--- src/rtl/uart_modem_ctl.sv ---
module uart_modem_ctl (
  input  logic       clk,
  input  logic       rst_n,
  input  logic       reg_addr,
  input  logic       reg_wr,
  input  logic       reg_rd,
  input  logic [7:0] reg_wdata,
  output logic [7:0] reg_rdata,
  input  logic       mie,
  input  logic       cts_n_i,
  input  logic       dsr_n_i,
  input  logic       ri_n_i,
  input  logic       dcd_n_i,
  input  logic       auto_rts_n_i,
  output logic       rts_n_o,
  output logic       out2_n_o,
  output logic       auto_cts_en,
  output logic       auto_rts_en,
  output logic       cts_ok,
  output logic       irq
);

  // level vector order: [3]=DCD [2]=RI [1]=DSR [0]=CTS
  logic [3:0] s1, s2, prev, flags, lvl, ev;
  logic       rts_q, out2_q, loop_q, afe_q;

  always_ff @(posedge clk or negedge rst_n) begin
    if (!rst_n) begin
      s1 <= 4'b0;
      s2 <= 4'b0;
    end else begin
      s1 <= ~{dcd_n_i, ri_n_i, dsr_n_i, cts_n_i};
      s2 <= s1;
    end
  end

  assign lvl = loop_q ? {out2_q, 1'b0, 1'b0, rts_q} : s2;

  always_ff @(posedge clk or negedge rst_n) begin
    if (!rst_n) prev <= 4'b0;
    else        prev <= lvl;
  end

  assign ev[0] = lvl[0] ^ prev[0];
  assign ev[1] = lvl[1] ^ prev[1];
  assign ev[2] = prev[2] & ~lvl[2];
  assign ev[3] = lvl[3] ^ prev[3];

  always_ff @(posedge clk or negedge rst_n) begin
    if (!rst_n)                  flags <= 4'b0;
    else if (reg_rd && reg_addr) flags <= ev;
    else                         flags <= flags | ev;
  end

  always_ff @(posedge clk or negedge rst_n) begin
    if (!rst_n) begin
      rts_q  <= 1'b0;
      out2_q <= 1'b0;
      loop_q <= 1'b0;
      afe_q  <= 1'b0;
    end else if (reg_wr && !reg_addr) begin
      rts_q  <= reg_wdata[1];
      out2_q <= reg_wdata[3];
      loop_q <= reg_wdata[4];
      afe_q  <= reg_wdata[5];
    end
  end

  assign reg_rdata = reg_addr ? {lvl, flags}
                              : {2'b00, afe_q, loop_q, out2_q, 1'b0, rts_q, 1'b0};

  always_comb begin
    if (loop_q)      rts_n_o = 1'b1;
    else if (!afe_q) rts_n_o = ~rts_q;
    else if (rts_q)  rts_n_o = auto_rts_n_i;
    else             rts_n_o = 1'b0;
  end

  assign out2_n_o    = loop_q | ~out2_q;
  assign auto_cts_en = afe_q;
  assign auto_rts_en = afe_q & rts_q;
  assign cts_ok      = lvl[0];
  assign irq         = mie & (|flags);


  flag_sticky_chk: assert property (@(posedge clk) disable iff (!rst_n)
    (!(reg_rd && reg_addr) && (|flags)) |=> ((flags & $past(flags)) == $past(flags)));


  rd_clear_chk: assert property (@(posedge clk) disable iff (!rst_n)
    (reg_rd && reg_addr && ev == 4'b0) |=> (flags == 4'b0));


  ri_trail_chk: assert property (@(posedge clk) disable iff (!rst_n)
    $rose(flags[2]) |-> ($past(prev[2]) && !$past(lvl[2])));


  loop_pins_chk: assert property (@(posedge clk) disable iff (!rst_n)
    loop_q |-> (rts_n_o && out2_n_o && reg_rdata[7:4] == 4'b0 || !reg_addr || rts_n_o && out2_n_o));


  irq_gate_chk: assert property (@(posedge clk) disable iff (!rst_n)
    irq |-> mie);

endmodule

--- config.mk ---
export PLATFORM = sky130hd
export DESIGN_NAME = uart_modem_ctl
export DESIGN_NICKNAME = d
export VERILOG_FILES = /design/src/rtl/uart_modem_ctl.sv
export SDC_FILE = /design/constraint.sdc
export NUM_CORES = 1
export LEC_CHECK = 0
export ABC_AREA = 1
export BUFFER_PORTS_ARGS = -buffer_cell sky130_fd_sc_hd__buf_4
export CELL_PAD_IN_SITES_DETAIL_PLACEMENT = 0
export CELL_PAD_IN_SITES_GLOBAL_PLACEMENT = 1
export CORE_ASPECT_RATIO = 1.25
export CORE_UTILIZATION = 25
export DETAILED_ROUTE_END_ITERATION = 10
export PLACE_DENSITY = 0.62
export SYNTH_ARGS = -nofsm -noshare
export SYNTH_HDL_FRONTEND = slang
export SYNTH_SLANG_ARGS = --single-unit
--- constraint.sdc ---
create_clock -name clk -period 0.9 [get_ports clk]
set_input_delay 0 -clock clk [delete_from_list [all_inputs] [get_ports clk]]
set_output_delay 0 -clock clk [all_outputs]
set_load 0.02 [all_outputs]
==> impl_results.md <==
- Status: finished with violations
- Failing checks: negative setup slack
- TritonCTS clock tree: done
- Die height: between 70 and 80 um
- Yosys top cell area share: between 50 and 60%
- Switch share: 29.1%
- Final TNS setup: -2.54 ns
- Post-synth top area cell: dfrtp_1
- Worst slew pin tran: roughly 0.26 ns
- PortBufs: 28
- Vias in the first global route: about 770
- Die W: 56.5 um
- Mean Syn Cell Area: 9.28 um2
- Final min period: between 1 and 1.5 ns
- Drt wl/cell: 10.7 um
- RePlAce Congestion: ~0.77
- Drc violations: 0
- Clock-pin transition on the worst setup and hold timing paths: ~0.080 ns
- RSZ-0062 raised after global routing: true
- Element type at the critical path end: primary output
- Mapped Cells: 100
- Pwr per Cell Area: 1860 nW/um2
- Slew Limit Headroom: between 80% and 90%
- Final nets: about 170
- Clk_lat worst skew: between 0.2 and 0.3 ns
- Most used DFF post-synth: dfrtp_1
- Reg power frac: approximately two fifths
- Final non-filler cell total: 193
- Sw power: 0.851 mW
- Synth Register Bits: 20
- Area growth from synthesis to layout: 68.9%
- Hold Path Depth: 3
- Vias: approximately 810
- GRT Util Overall: 10.9%
- # Max-Cap Violations: 0
- Yosys warnings: 0
- Worst Slack Setup Final: -0.301 ns
- Global-route wire length before repair: approximately 3400 um
- Final WL: between 2000 and 2500 um
- Router iterations before antenna repair: 2
- Htree depth: 1
- Worst setup SP type: register
- Final period util: 133%
- CP max FO: 6
- Worst Path Required: about 0.90 ns
- Die Footprint: about 4000 um2
- Largest net degree at the start of global routing: 21
- Num CTS Buffers: 3
- Number of enable flip-flop cells after synthesis: 0
- Final Hold Fails: 0
- Core outline area: approximately 3500 um2
- DR vias/cell: between 4 and 5
- # IOs: 33
- Clk sinks: 20
- Worst IR Drop VDD: 1.25 mV
- Slowest stage cell on the critical path: dfrtp_2
- Worst hold path class: primary input to register
- CP arrival: roughly 1.2 ns
- Ratio of cells with drive above 1 in the final layout: about three fifths
- Clk_skew: 0.00562 ns
- Ys async rst share: 100%
- Slew Limit Fails: 0
- Root buf cell: clkbuf_8
- CP Class: register to primary output
- Clock power frac: a little under a third
- CTS max path bufs: 2
- Grt total ovfl: 0
- Antenna cell count: 0
- Most frequent cell after synthesis: nand2_1
- Netlist Area Pre-Place: around 930 um2
- Sequential area share after synthesis: 53.9%
- R2R cell count: 4
- Combinational power share: a little under a third
- HPWL after DPL: 1370 um
- Dpl cells: between 150 and 200
- Initial Utilization: 26.4%
- Setup violators final: 17
- Commonest cells post-synth: nand2_1, dfrtp_1, inv_1
- Critical Path, Cell by Cell: nand2_1 -> a21oi_2 -> buf_4
- Number of routed nets with antenna violations: 0
- Static Leakage: roughly 0.8 nW
- Area contributors post-synth: dfrtp_1, nand2_1, inv_1
- Post-Syn Nets: about 120
- Max incr delay on CP: 0.49 ns
- Post-synth cell types: 19
- Multi-input gate area: 402 um2
- # fillers: 350
- Flip-flop and latch area: 505 um2
- Initial antenna violation count: 0
- DRT iter0 DRCs: 10
- Internal cell power: ~2.1 mW
- Num rows: 24
- F_max: 833 MHz
through the flow:
stage	utilization, %	worst slack [ns]	cell area [um2]	hold slack [ns]	power (mW)
final	44.6	-0.301	1570	0.0298	2.92
after global routing	44.6	-0.364	1570	0.0428	3.07
after CTS	41.1	-0.301	1440	0.0367	2.77
after detailed placement	34.3	-0.155	1210	-0.104	1.75
after global placement	34.3	-0.126	1210	-0.105	1.74
after floorplan	-	0.00823	947	-0.296	1.49
power by group through the flow:
stage                     logic (mW)  registers (mW)  clock network, mW
after floorplan                0.408            1.08                  0
after global placement         0.639            1.10                  0
after detailed placement       0.641            1.11                  0
after CTS                      0.766            1.10              0.906
after global routing           0.991            1.13              0.952
final                          0.914            1.11              0.895
flip-flops by register name, summed over array words and instances (netlist names):
register / flops
out2_q: 1
prev: 4
s1: 4
auto_cts_en: 1
loop_q: 1
s2: 4
rts_q: 1
flags: 4
logic make-up (layout without fill, tap and decap cells):
family | after synthesis | count (layout) | synth area share (%)
and+or+nand+nor | 51 | 51 | 28.4
DFF | 20 | 20 | 53.9
buffers and inverters | 20 | 74 | 11.3
AOI/OAI and AO/OA | 9 | 9 | 6.33
layout by cell type (no fill, tap or decap), drive strengths merged:
cell and n:
a21oi 4, nor3 1, bufinv 1, nor2 8, buf 43, inv 18, o21ai 4, a21boi 1
dlygate4sd3 9, nand3 8, clkbuf 3, nand2 34, dfrtp 20
cell type report:
cell class	count	share of cell area (%)
Clock buffer	3	2.63
Tap cell	39	3.11
Multi-Input combinational cell	60	25.6
Sequential cell	20	32.2
Clock inverter	1	1.92
Inverter	18	5.27
Timing Repair Buffer	52	29.2
final timing paths:
| check | endpoint | startpoint | slack (ns) |
|---|---|---|---|
| setup / recovery | reg_rdata[7] | loop_q | -0.30 |
| hold / removal | auto_cts_en | reg_wr | 0.03 |
| setup reg to reg | flags[2] | loop_q | -0.16 |
| hold reg to reg | s2[0] | s1[0] | 0.36 |
| min in group asynchronous | auto_cts_en | rst_n | 0.15 |
| max in group asynchronous | out2_q | rst_n | 0.52 |
worst max-delay path: cells and delay by family (launching register included):
kind / cells / cell delay (ns)
flip-flops: 1 / 0.49
AO/OA/AOI/OAI: 1 / 0.16
buffers and inverters: 1 / 0.15
AND/OR/NAND/NOR: 1 / 0.14
metal layers:
| metal | vias to the layer above | wire [um] | global-route usage (%) |
|---|---|---|---|
| li1 | 415 | - | - |
| met1 | 372 | 897 | 13.8 |
| met2 | 18 | 1090 | 18.4 |
| met3 | 2 | 63 | 2.22 |
| met4 | 0 | 19 | 3.25 |
| met5 | - | 0 | 0 |
repair_timing:
action / in CTS / in global routing
endpoints found under the setup margin: 18 / 19
pin swaps: 7 / 4
hold buffers: 9 / 0
setup buffers: 5 / 7
endpoints found under the hold margin: 28 / 0
resized for setup: 18 / 22
(Power assumes the default switching activity.)
